[src/rtl/lum_pkg.sv]
package lum_pkg;

  localparam int DBG_W   = 32;
  localparam int PHY_AW  = 16;
  localparam int PHY_DW  = 16;
  localparam int LTSSM_W = 6;

  // debug word 1 bit positions
  localparam int UP_BIT    = 4;
  localparam int TRAIN_BIT = 29;

  // training state code of receiver-lock recovery
  localparam logic [LTSSM_W-1:0] LTSSM_RCV_LOCK = 6'h0D;

  // PHY register map used by the monitor
  localparam logic [PHY_AW-1:0] ADDR_RX_STAT = 16'h100D;
  localparam logic [PHY_AW-1:0] ADDR_RX_OVR  = 16'h1005;
  localparam int                RXV_BIT      = 0;
  localparam logic [PHY_DW-1:0] OVR_MASK     = 16'h0028;

  typedef enum logic [3:0] {
    ST_IDLE,
    ST_CHECK,
    ST_RXV,
    ST_RD1,
    ST_WR1,
    ST_HOLD,
    ST_RD2,
    ST_WR2,
    ST_GAP,
    ST_UP,
    ST_FAIL
  } mon_st_e;

endpackage

[src/rtl/lum_status_decode.sv]
module lum_status_decode
  import lum_pkg::*;
(
  input  logic [DBG_W-1:0] dbg_word0,
  input  logic [DBG_W-1:0] dbg_word1,
  output logic             link_ok,
  output logic             rcv_lock_state
);

  logic [LTSSM_W-1:0] ltssm;
  logic               unused_dbg;

  always_comb begin
    ltssm          = dbg_word0[LTSSM_W-1:0];
    link_ok        = dbg_word1[UP_BIT] & ~dbg_word1[TRAIN_BIT];
    rcv_lock_state = (ltssm == LTSSM_RCV_LOCK);
  end

  assign unused_dbg = ^{dbg_word0[DBG_W-1:LTSSM_W], dbg_word1[DBG_W-1:TRAIN_BIT+1],
                        dbg_word1[TRAIN_BIT-1:UP_BIT+1], dbg_word1[UP_BIT-1:0]};

endmodule

[src/rtl/lum_phy_port.sv]
module lum_phy_port #(
  parameter int PHY_TMO = 64
) (
  input  logic clk,
  input  logic rst_n,
  input  logic acc_en,
  input  logic abort,
  input  logic phy_ack,
  output logic phy_req,
  output logic acc_ok,
  output logic acc_tmo
);

  localparam int TW = $clog2(PHY_TMO + 1);

  logic          req_q, req_d;
  logic [TW-1:0] tcnt_q, tcnt_d;

  always_comb begin
    acc_ok  = req_q & phy_ack;
    acc_tmo = req_q & ~phy_ack & (tcnt_q == TW'(PHY_TMO - 1));
    req_d   = acc_en & ~abort & ~acc_ok & ~acc_tmo;
    tcnt_d  = (req_q && !acc_ok && !acc_tmo) ? tcnt_q + 1'b1 : '0;
  end

  always_ff @(posedge clk or negedge rst_n) begin
    if (!rst_n) begin
      req_q  <= 1'b0;
      tcnt_q <= '0;
    end else begin
      req_q  <= req_d;
      tcnt_q <= tcnt_d;
    end
  end

  assign phy_req = req_q;

endmodule

[src/rtl/lum_delay.sv]
module lum_delay #(
  parameter int W = 8
) (
  input  logic         clk,
  input  logic         rst_n,
  input  logic         load,
  input  logic [W-1:0] load_val,
  output logic         expired
);

  logic [W-1:0] cnt_q, cnt_d;
  logic         cnt_en;

  always_comb begin
    cnt_en = load | (cnt_q != '0);
    cnt_d  = load ? load_val : cnt_q - 1'b1;
  end

  always_ff @(posedge clk or negedge rst_n) begin
    if (!rst_n)      cnt_q <= '0;
    else if (cnt_en) cnt_q <= cnt_d;
  end

  assign expired = (cnt_q == '0);

endmodule

[src/rtl/lum_link_monitor.sv]
module lum_link_monitor
  import lum_pkg::*;
#(
  parameter int GAP_CYC   = 500,
  parameter int RECOV_CYC = 150000,
  parameter int MAX_TRIES = 4000,
  parameter int PHY_TMO   = 64
) (
  input  logic              clk,
  input  logic              rst_n,
  input  logic              start,
  input  logic [DBG_W-1:0]  dbg_word0,
  input  logic [DBG_W-1:0]  dbg_word1,
  output logic              phy_req,
  output logic              phy_we,
  output logic [PHY_AW-1:0] phy_addr,
  output logic [PHY_DW-1:0] phy_wdata,
  input  logic              phy_ack,
  input  logic [PHY_DW-1:0] phy_rdata,
  output logic              link_up,
  output logic              link_fail,
  output logic              stuck_evt
);

  localparam int DLY_MAX = (GAP_CYC > RECOV_CYC) ? GAP_CYC : RECOV_CYC;
  localparam int DW      = $clog2(DLY_MAX + 1);
  localparam int CW      = $clog2(MAX_TRIES + 1);

  mon_st_e           st_q, st_d;
  logic [CW-1:0]     tries_q, tries_d;
  logic [PHY_DW-1:0] ov_q, ov_d;
  logic              up_q, up_d, fail_q, fail_d, evt_q, evt_d;
  logic              ov_en;
  logic              link_ok, rcv_lock_state;
  logic              acc_en, acc_ok, acc_tmo, miss;
  logic              dly_load, dly_exp;
  logic [DW-1:0]     dly_val;

  lum_status_decode u_dec (
    .dbg_word0      (dbg_word0),
    .dbg_word1      (dbg_word1),
    .link_ok        (link_ok),
    .rcv_lock_state (rcv_lock_state)
  );

  lum_phy_port #(.PHY_TMO(PHY_TMO)) u_port (
    .clk     (clk),
    .rst_n   (rst_n),
    .acc_en  (acc_en),
    .abort   (start),
    .phy_ack (phy_ack),
    .phy_req (phy_req),
    .acc_ok  (acc_ok),
    .acc_tmo (acc_tmo)
  );

  lum_delay #(.W(DW)) u_dly (
    .clk      (clk),
    .rst_n    (rst_n),
    .load     (dly_load),
    .load_val (dly_val),
    .expired  (dly_exp)
  );

  // next-state logic
  always_comb begin
    st_d     = st_q;
    tries_d  = tries_q;
    up_d     = up_q;
    fail_d   = fail_q;
    evt_d    = 1'b0;
    ov_d     = ov_q;
    ov_en    = 1'b0;
    dly_load = 1'b0;
    dly_val  = '0;
    acc_en   = 1'b0;
    miss     = 1'b0;

    unique case (st_q)
      ST_CHECK: begin
        if (link_ok) begin
          st_d = ST_UP;
          up_d = 1'b1;
        end else begin
          st_d = ST_RXV;
        end
      end
      ST_RXV: begin
        acc_en = 1'b1;
        if (acc_tmo) begin
          miss = 1'b1;
        end else if (acc_ok) begin
          if (!phy_rdata[RXV_BIT] && rcv_lock_state) begin
            st_d  = ST_RD1;
            evt_d = 1'b1;
          end else begin
            miss = 1'b1;
          end
        end
      end
      ST_RD1, ST_RD2: begin
        acc_en = 1'b1;
        if (acc_tmo) begin
          miss = 1'b1;
        end else if (acc_ok) begin
          ov_en = 1'b1;
          ov_d  = phy_rdata;
          st_d  = (st_q == ST_RD1) ? ST_WR1 : ST_WR2;
        end
      end
      ST_WR1: begin
        acc_en = 1'b1;
        if (acc_tmo) begin
          miss = 1'b1;
        end else if (acc_ok) begin
          st_d     = ST_HOLD;
          dly_load = 1'b1;
          dly_val  = DW'(RECOV_CYC - 1);
        end
      end
      ST_HOLD: begin
        if (dly_exp) st_d = ST_RD2;
      end
      ST_WR2: begin
        acc_en = 1'b1;
        if (acc_tmo || acc_ok) miss = 1'b1;
      end
      ST_GAP: begin
        if (dly_exp) st_d = ST_CHECK;
      end
      default: ;
    endcase

    if (miss) begin
      tries_d = tries_q + 1'b1;
      if (tries_q == CW'(MAX_TRIES - 1)) begin
        st_d   = ST_FAIL;
        fail_d = 1'b1;
      end else begin
        st_d     = ST_GAP;
        dly_load = 1'b1;
        dly_val  = DW'(GAP_CYC - 1);
      end
    end

    if (start) begin
      st_d     = ST_CHECK;
      tries_d  = '0;
      up_d     = 1'b0;
      fail_d   = 1'b0;
      evt_d    = 1'b0;
      dly_load = 1'b0;
    end
  end

  // registers
  always_ff @(posedge clk or negedge rst_n) begin
    if (!rst_n) begin
      st_q    <= ST_IDLE;
      tries_q <= '0;
      up_q    <= 1'b0;
      fail_q  <= 1'b0;
      evt_q   <= 1'b0;
    end else begin
      st_q    <= st_d;
      tries_q <= tries_d;
      up_q    <= up_d;
      fail_q  <= fail_d;
      evt_q   <= evt_d;
    end
  end

  always_ff @(posedge clk or negedge rst_n) begin
    if (!rst_n)     ov_q <= '0;
    else if (ov_en) ov_q <= ov_d;
  end

  // PHY request fields follow the state
  always_comb begin
    phy_we    = 1'b0;
    phy_addr  = '0;
    phy_wdata = '0;
    unique case (st_q)
      ST_RXV:         phy_addr = ADDR_RX_STAT;
      ST_RD1, ST_RD2: phy_addr = ADDR_RX_OVR;
      ST_WR1: begin
        phy_we    = 1'b1;
        phy_addr  = ADDR_RX_OVR;
        phy_wdata = ov_q | OVR_MASK;
      end
      ST_WR2: begin
        phy_we    = 1'b1;
        phy_addr  = ADDR_RX_OVR;
        phy_wdata = ov_q & ~OVR_MASK;
      end
      default: ;
    endcase
  end

  assign link_up   = up_q;
  assign link_fail = fail_q;
  assign stuck_evt = evt_q;

endmodule

[config.mk]
export PLATFORM = sky130hd
export DESIGN_NAME = lum_link_monitor
export DESIGN_NICKNAME = d
export VERILOG_FILES = /design/src/rtl/lum_pkg.sv /design/src/rtl/lum_status_decode.sv /design/src/rtl/lum_phy_port.sv /design/src/rtl/lum_delay.sv /design/src/rtl/lum_link_monitor.sv
export SDC_FILE = /design/constraint.sdc
export NUM_CORES = 1
export LEC_CHECK = 0
export BUFFER_PORTS_ARGS = -buffer_cell sky130_fd_sc_hd__buf_2
export CAP_MARGIN = 20
export CORE_AREA = 3 3 88 90
export CTS_CLUSTER_DIAMETER = 30
export DETAILED_ROUTE_END_ITERATION = 8
export DIE_AREA = 0 0 91 93
export GPL_TIMING_DRIVEN = 0
export HOLD_SLACK_MARGIN = 0.15
export PLACE_DENSITY = 0.79
export SLEW_MARGIN = 20
export SYNTH_ARGS = -nofsm -noshare
export SYNTH_HDL_FRONTEND = slang
export SYNTH_HIERARCHICAL = 1
export SYNTH_SLANG_ARGS = --single-unit
[constraint.sdc]
create_clock -name clk -period 3.6 [get_ports clk]
set_input_delay 0.72 -clock clk [delete_from_list [all_inputs] [get_ports clk]]
set_output_delay 0.72 -clock clk [all_outputs]
set_load 0.005 [all_outputs]
* Yosys cells after proc, flatten, opt, wreduce, memory -nomap -nowiden
Index checks and enable logic that the tools add are counted.
** Cells by class
- Add/subtract/negate cells :: 3
- Eq/ne operators :: 20
- Muxes and demuxes :: 52
- Bitwise gates (word level) :: 13
- Reduce and logical (&&, ||, !) cells :: 23
** Operator list (number)
- 18-bit 2-to-1 mux :: 6
- 4-bit 2-to-1 mux :: 12
- 4-bit inequality test (second input constant) :: 9
- 16-bit one-hot mux with 2 select lines :: 1
- 13-bit one-hot mux with 2 select lines :: 1
- 1-bit 2-to-1 mux :: 25
- 12-bit 2-to-1 mux :: 2
- 4-bit one-hot mux with 6 select lines :: 1
- 18-bit logical NOT :: 1
- 18-bit nonzero test :: 1
- 18-bit by 1-bit subtractor with 18-bit output (second input constant) :: 1
- 4-bit by 3-bit equality test with 1-bit output (second input constant) :: 4
- 12-bit by 1-bit adder with 12-bit output (second input constant) :: 1
- 12-bit equality test (second input constant) :: 1
- 10-bit AND reduction :: 1
- 4-bit by 2-bit equality test with 1-bit output (second input constant) :: 2
- 2-bit nonzero test :: 4
- 8-bit nonzero test :: 1
- 7-bit by 1-bit adder with 7-bit output (second input constant) :: 1
- 1-bit AND :: 7
- 7-bit by 6-bit equality test with 1-bit output (second input constant) :: 1
- 7-bit 2-to-1 mux :: 1
- 6-bit by 4-bit equality test with 1-bit output (second input constant) :: 1
- 1-bit NOT :: 5
- 14 further kinds :: 21
** Word-level totals
- Register bits :: 61
- Output and inout port bits :: 37

* Logic depth before layout (Yosys ltp)
Gate-level depths: netlist of the first run.
- Depth in word-level cells :: 9
- Mapped depth :: 15

* By module
Netlist of the first run, hierarchy kept.
** By module, submodules not included
- lum_link_monitor :: instances 1, cells each 212, area an instance 2049.5 µm², seq. area each 825.8 µm²
- lum_delay :: instances 1, cells each 127, area an instance 1141.1 µm², seq. area each 450.4 µm²
- lum_phy_port :: instances 1, cells each 36, area an instance 374.1 µm², seq. area each 200.2 µm²
- lum_status_decode :: instances 1, cells each 3, area an instance 21.3 µm², seq. area each 0.0 µm²

* Worst setup path after synthesis of the first run
No wires, ideal clock.
- Kind :: register to register
- From :: reg u_port.tcnt_q[0]
- To :: reg u_dly.cnt_q[8]
- Setup time :: 0.079 ns
- Data arrival time :: 3.093 ns
- Data required time :: 3.521 ns
- Setup slack :: 0.428 ns
- Cell stages (with the launch flop) :: 16
- Buffers on the path :: 4
- Clock period less this slack :: 3.172 ns
- Path through :: dfrtp_1 -> ha_1 -> nand3b_1 -> or2_2 -> nor2_1 -> inv_1 -> o32ai_2 -> a221oi_2 -> buf_6 -> or2_2 -> a21oi_1 -> clkbuf_1 -> clkbuf_1 -> clkbuf_1 -> a21oi_1 -> a2bb2oi_1
** On the way
- Longest elaborated chain between the ends :: 8
** RTL lines
- start, declared :: RTL line lum_phy_port.sv:17 : logic [TW-1:0] tcnt_q, tcnt_d;
- start signal, assigned :: RTL line lum_phy_port.sv:32 : tcnt_q <= tcnt_d;
- 7-bit by 6-bit equality test with 1-bit output * :: RTL line lum_phy_port.sv:21 : acc_tmo = req_q & ~phy_ack & (tcnt_q == TW'(PHY_TMO - 1));
- 1-bit AND * :: RTL line lum_phy_port.sv:21
- named net acc_tmo :: RTL line lum_link_monitor.sv:35 : logic acc_en, acc_ok, acc_tmo, miss;
- 1-bit logical OR / 1-bit 2-to-1 mux (equally long branches) :: RTL line lum_link_monitor.sv:126, lum_link_monitor.sv:113
- 1-bit 2-to-1 mux, on equally long branches :: RTL line lum_link_monitor.sv:126, lum_link_monitor.sv:79
- 1-bit one-hot mux with 3 select lines / 1-bit 2-to-1 mux (equally long branches) :: RTL line lum_link_monitor.sv:79, lum_link_monitor.sv:136
- 1-bit 2-to-1 mux * :: RTL line lum_link_monitor.sv:134 : if (miss) begin
- 1-bit 2-to-1 mux * :: RTL line lum_link_monitor.sv:146 : if (start) begin
- named net dly_load :: RTL line lum_link_monitor.sv:36 : logic dly_load, dly_exp;
- 18-bit 2-to-1 mux / 1-bit bitwise OR (equally long branches) :: RTL line lum_delay.sv:16, lum_delay.sv:15
- end signal, assigned :: RTL line lum_delay.sv:21 : else if (cnt_en) cnt_q <= cnt_d;
- end, declared :: RTL line lum_delay.sv:11 : logic [W-1:0] cnt_q, cnt_d;
Mark *: on every way through the listed nets, which the timed path passes. The rest lies on a longest branch.
A chain may end at the register's enable or synchronous reset.

* Worst setup path in the final report of the first run
- From :: reg u_port.tcnt_q[0]
- To :: reg u_dly.cnt_q[15]
Same word-level chain as after synthesis.

==> flow_summary.json, run 1 <==
{
  "syn_area_per_cell_sq_um": 9.487,
  "postRouteAntennaNets": 0,
  "vias": 3043,
  "yosys_warnings": 6,
  "overflow": 0,
  "post-route-util_pct": 59.71,
  "wirelength_mm": 7.941,
  "pre_cts_ws_ns": -0.1161,
  "maxCapViolCount": 0,
  "finalCriticalPeriod_ns": 3.320,
  "seq_area_sq_um": 1476,
  "drt_iter0_markers": 178,
  "first_pass_iters": 4,
  "syn_to_final_growth_pct": 18.84,
  "die_w_um": 91,
  "synthTopCellsByArea": "dfrtp_1 (41%), mux2_4 (4.2%), buf_4 (3.8%)",
  "clkTransAtPathRegs_ns": 0.07,
  "fin_skew_ns": 0.006865,
  "syn_inst": 378,
  "relSlewSlack_pct": 51.39,
  "diodes": 0,
  "antenna_found_initial": 0,
  "wire_per_inst_um": 14.18,
  "io_buffers": 50,
  "cts_sinks": 59,
  "numCtsBuffers": 9,
  "core_sq_um": 7137,
  "power_density_nw_per_um2": 596.8,
  "ys_ff_latch": 59,
  "ys_seq_area_share_pct": 41.17,
  "worst_slack_ns": 0.2802,
  "grt_pass1_wl_mm": 13.70,
  "place.gp.congestion": 0.9084,
  "crit_type": "reg2reg",
  "synth_edf_count": 0,
  "fill_cells": 628,
  "clk_latency_ns": 0.34,
  "hold_viol_final": 0,
  "status": "finished, final reports clean",
  "die_y_um": 93,
  "required_ns": 3.81,
  "crit_fanout": 10,
  "tns_ns": 0,
  "rsz0062_at_grt": "no",
  "async_flop_share_pct": 100.0,
  "clock_path_buffers": 2,
  "ir_drop_mv": 0.2122,
  "timing.hold.ws_ns": 0.4309,
  "cts_setup_buffers": 0,
  "post-dp-hpwl_mm": 5.576,
  "cp.arrival_ns": 3.53,
  "drive_above_1_share_pct": 27.11,
  "cts-root-buf": "clkbuf_8",
  "timing.fmax_mhz": 301.2,
  "multi_input_area_sq_um": 1888,
  "start_util_pct": 50.25,
  "setup_viol": 0,
  "grt_pass1_vias": 2920,
  "post-route-drc-count": 0,
  "synth.distinct_cells": 63,
  "num_io_pins": 121,
  "via_per_inst": 5.434,
  "placementRows": 31,
  "die_area_sq_um": 8463,
  "cts_max_level": 3,
  "grt_usage_pct": 19.90,
  "cts_tree": "built",
  "cp-end-kind": "register",
  "min_path_type": "in2async",
  "grt_max_degree": 60,
  "netlist.area_leader.share_pct": 41.17,
  "yosysTopAreaCell": "dfrtp_1",
  "period_share_pct": 92.22,
  "ys.flop_type": "dfrtp_1",
  "final_max_slew_viol_count": 0,
  "tightest_slew_ns": 0.7291,
  "cp-start-kind": "register",
  "nNetsFinal": 543,
  "netlist_area_sq_um": 3586,
  "p_leak_nw": 1.950
}
area by class of cell:
type / count / share of cell area (%)
Multi-Input combinational cell: 285 / 44.30
Sequential cell: 59 / 34.64
Timing Repair Buffer: 50 / 5.931
Buffer: 34 / 5.373
Clock buffer: 11 / 3.553
Tap cell: 99 / 2.907
Clock inverter: 5 / 1.762
Inverter: 17 / 1.527
registers in the layout, indices dropped and copies added, names as in the netlist:
name / cells
tries_q: 12
ov_q: 14
link_up: 1
link_fail: 1
st_q: 4
stuck_evt: 1
u_port/tcnt_q: 7
u_dly/cnt_q: 18
u_port/phy_req: 1
cell families after synthesis:
logic type / Yosys count / synth area share, %
other: 1 / 0.1046
flip-flops: 59 / 41.17
XOR/XNOR: 13 / 3.175
AO/OA/AOI/OAI: 82 / 16.09
adder cells (fa/ha/maj): 3 / 1.047
multiplexers: 16 / 6.001
buffers and inverters: 51 / 8.025
AND/OR/NAND/NOR: 153 / 24.39
routing by layer:
metal | wire [um] | part of all wire, % | global-route usage [%] | vias up
met1 | 3541 | 45 | 25.55 | 1449
met5 | 0 | 0 | 0 | -
li1 | - | - | - | 1489
met4 | 181 | 2.3 | 9.925 | 0
met3 | 422 | 5.3 | 3.459 | 15
met2 | 3795 | 48 | 32.56 | 90
worst paths after layout:
| kind | from | slack, ns | end | cells after the start |
|---|---|---|---|---|
| hold / removal | rst_n | 0.43 | u_port/tcnt_q[4] | 1 |
| setup reg to reg | u_port/tcnt_q[0] | 0.28 | u_dly/cnt_q[15] | 14 |
| min in group clk | u_port/tcnt_q[0] | 0.49 | u_port/tcnt_q[0] | 1 |
| hold reg to reg | u_port/tcnt_q[0] | 0.49 | u_port/tcnt_q[0] | 1 |
| max in group asynchronous | rst_n | 2.68 | tries_q[5] | 1 |
| setup / recovery | u_port/tcnt_q[0] | 0.28 | u_dly/cnt_q[15] | 14 |
critical path, cell delays in order, from the launching register on:
cell	delay, ns
dfrtp_1	0.39
ha_1	0.24
nand3b_1	0.13
or2_2	0.31
nor2_2	0.17
inv_1	0.07
o32ai_2	0.26
a221oi_2	0.08
buf_6	0.15
or2_2	0.31
a21oi_1	0.15
clkbuf_2	0.21
clkinv_2	0.16
o211a_1	0.16
a2111oi_1	0.39
cell usage in the layout, fill, tap and decap left out, types with 5 or more instances in the layout:
cell type,netlist,routed
xnor2_1,5,5
clkbuf_8,0,11
nor2_1,22,21
dfrtp_1,59,59
nand2b_1,8,8
nand3_1,11,11
o31ai_1,17,17
buf_4,18,19
o21ai_0,12,12
and3_1,8,8
and2_1,16,16
nand4_1,7,7
nor4_1,8,8
nand2_1,24,24
buf_2,5,54
mux2_4,10,10
or4_1,5,5
nor3_1,8,8
nor2b_1,6,6
inv_1,15,15
or3_1,11,11
o211a_1,6,6
xor2_1,8,8
a21oi_1,22,22
conb_1,1,18
cells in the mapped netlist, drive strengths merged, types with 2 or more instances:
master and n:
or2 3, nand2b 8, xnor2 5, mux2 14, inv 16, nor2 23, or4 5, clkbuf 7
nor4 9, and3 8, nor4b 2, o21ai 14, dfrtp 59, a221oi 2, nor3b 3, ha 3
o31ai 17, nor2b 6, mux2i 2, and2 17, a21oi 22, a2bb2oi 2, xor2 8, buf 27
o21a 3, nand4 7, nand3 12, o31a 2, or3 11, a2111oi 3, o211a 6, nor3 11
nand2 24
metrics by stage:
stage | power, W | instances | instance area, sq um
final | 0.002543 | 560 | 4262
after CTS | 0.002553 | 560 | 4257
after global routing | 0.002722 | 560 | 4262
after floorplan | 0.001638 | 395 | 3650
after detailed placement | 0.001853 | 544 | 4026
after global placement | 0.001819 | 544 | 4024
where the power goes:
group | switching, W | internal (W) | total [W]
registers | 0.000155 | 0.000853 | 0.00101
logic | 0.000424 | 0.000425 | 0.000850
clock network | 0.000262 | 0.000424 | 0.000685
repair_timing:
action | in CTS | in global routing
endpoints found under the hold margin | 0 | 0
gates resized for setup | 3 | 5
endpoints found under the setup margin | 13 | 16
pin swaps | 0 | 0
hold buffers | 0 | 0
(Power assumes the default switching activity.)
==> run 2: changes to the inputs <==
Settings changed: CELL_PAD_IN_SITES_DETAIL_PLACEMENT set to 2, CELL_PAD_IN_SITES_GLOBAL_PLACEMENT set to 2, CORE_AREA 3 3 88 90 to 3 3 114 116, DIE_AREA 0 0 91 93 to 0 0 117 119, PLACE_DENSITY 0.79 to 0.78, RECOVER_POWER set to 25.
==> flow_summary.json, run 2 (synthesized netlist as in run 1, its figures left out) <==
{
  "final_max_slew_viol_count": 30,
  "clock_path_buffers": 2,
  "power_density_nw_per_um2": 630.2,
  "crit_start": "u_port/tcnt_q[0]",
  "maxCapViolCount": 1,
  "numCtsBuffers": 9,
  "drive_above_1_share_pct": 27.06,
  "io_buffers": 50,
  "cts_tree": "built",
  "r2r_end": "u_dly/cnt_q[8]",
  "drt_iter0_markers": 182,
  "nNetsFinal": 544,
  "top_regs": "u_dly/cnt_q (18), ov_q (14), tries_q (12)",
  "timing.fmax_mhz": 295.8,
  "grt_pass1_wl_mm": 17.73,
  "crit_fanout": 10,
  "die_area_sq_um": 13920,
  "crit_type": "reg2reg",
  "cts_sinks": 59,
  "r2r_setup_slack_ns": 0.22,
  "cts_max_level": 3,
  "post-route-util_pct": 36.73,
  "cts-root-buf": "clkbuf_16",
  "worst_r2r_path_depth": 15,
  "rsz0062_at_grt": "yes",
  "status": "complete, but fails checks",
  "place.gp.congestion": 0.7649,
  "cp-end-kind": "register",
  "wire_per_inst_um": 17.88,
  "crit_end": "u_dly/cnt_q[8]",
  "cp.arrival_ns": 3.64,
  "ir_drop_mv": 0.2773,
  "diodes": 0,
  "cp-start-kind": "register",
  "postRouteAntennaNets": 0,
  "clk_latency_ns": 0.34,
  "worstReg2RegStart": "u_port/tcnt_q[0]",
  "via_per_inst": 5.230,
  "hold_buffers": 0,
  "top_register": "u_dly/cnt_q",
  "tightest_slew_ns": 1.751,
  "largest_reg_flops": 18,
  "min_path_type": "reg2reg",
  "finalCriticalPeriod_ns": 3.381,
  "cts_setup_buffers": 0,
  "first_pass_iters": 4,
  "start_util_pct": 29.85,
  "antenna_found_initial": 0,
  "required_ns": 3.85,
  "fin_skew_ns": 0.006392,
  "p_leak_nw": 1.981,
  "overflow": 0,
  "tns_ns": 0,
  "num_io_pins": 121,
  "die_w_um": 117,
  "placementRows": 40,
  "wirelength_mm": 10.89,
  "grt_max_degree": 32,
  "setup_viol": 0,
  "period_share_pct": 93.91,
  "post-route-drc-count": 0,
  "die_y_um": 119,
  "final_common_cell": "dfrtp_1",
  "clkTransAtPathRegs_ns": 0.05,
  "grt_usage_pct": 16.08,
  "post-dp-hpwl_mm": 7.967,
  "hold_viol_final": 0,
  "grt_pass1_vias": 3535,
  "relSlewSlack_pct": -16.72,
  "vias": 3185,
  "mostFrequentLayoutCells": "dfrtp_1 (59), buf_2 (55), nand2_1 (24), a21oi_1 (22), nor2_1 (21)",
  "syn_to_final_growth_pct": 23.03,
  "core_sq_um": 12010,
  "failed_checks": "capacitance limit, slew limit",
  "fill_cells": 1309
}
-- run 2: cell types whose count changed in the layout (fill, tap and decap cells not counted), moves of 2 or more --
| cell | delta |
|---|---|
| clkbuf_2 | -3 |
| clkbuf_16 | +9 |
| clkinvlp_4 | +2 |
| clkbuf_8 | -11 |
| clkbuf_4 | +2 |
-- run 2: power breakdown --
| part | leakage, nW | total [W] | internal [W] | switching [W] |
|---|---|---|---|---|
| sequential | 0.761 | 0.00103 | 0.000854 | 0.000172 |
| combinational | 1.08 | 0.000896 | 0.000427 | 0.000469 |
| clock | 0.141 | 0.000859 | 0.000532 | 0.000326 |
| total | 1.98 | 0.00278 | 0.00181 | 0.000967 |
-- run 2: worst min-delay path by stage --
stage / startpoint / cells after the start / end
detailed placement: ov_q[10] / 1 / ov_q[10]
global route: ov_q[8] / 1 / ov_q[8]
global placement: ov_q[0] / 1 / ov_q[0]
floorplan: rst_n / 0 / link_fail
CTS: rst_n / 1 / tries_q[6]
finish: u_port/tcnt_q[0] / 1 / u_port/tcnt_q[0]
-- run 2: worst max-delay path, cell delays in order (launching register included) --
cell	delay, ns
dfrtp_1	0.39
ha_2	0.24
nand3b_1	0.11
or2_2	0.32
nor2_4	0.13
inv_1	0.07
o32ai_2	0.30
a221oi_2	0.10
buf_6	0.16
or2_2	0.32
a21oi_1	0.17
clkbuf_2	0.24
buf_2	0.26
clkbuf_4	0.26
a21oi_1	0.06
a2bb2oi_1	0.14
-- run 2: stage by stage --
| stage | cells | worst slack [ns] | total power (W) | cell area [sq um] | hold WS, ns |
|---|---|---|---|---|---|
| finish | 609 | 0.2192 | 0.002780 | 4412 | 0.4989 |
| global route | 609 | -0.005138 | 0.002955 | 4412 | 0.5200 |
| CTS | 609 | 0.07063 | 0.002809 | 4414 | 0.3441 |
| detailed placement | 593 | -0.4196 | 0.001924 | 4106 | 0.4923 |
| global placement | 592 | -0.1999 | 0.001848 | 4084 | 0.4801 |
| floorplan | 395 | 0.4276 | 0.001638 | 3650 | 0.4244 |
-- run 2: final cells by class --
type / count / area, sq um / share of cell area, %
multi-input combinational: 285 / 1896 / 42.97
sequential: 59 / 1476 / 33.47
timing repair buffer: 51 / 261.5 / 5.927
buffer: 34 / 234.0 / 5.303
clock buffer: 9 / 225.2 / 5.105
tap: 147 / 183.9 / 4.169
clock inverter: 7 / 68.82 / 1.560
inverter: 17 / 66.31 / 1.503
-- run 2: timing repair --
item | CTS | global route
hold endpoints to repair | 0 | 0
setup endpoints to repair | 17 | 15
pin swaps | 0 | 0
resized for setup | 8 | 4
-- run 2: per-layer routing --
layer / part of all wire (%) / GRT usage, % / vias up
met3: 3.0 / 2.337 / 9
met2: 54 / 30.16 / 62
met1: 42 / 18.24 / 1622
met5: 0 / 0 / -
met4: 1.5 / 5.161 / 0
li1: - / - / 1492
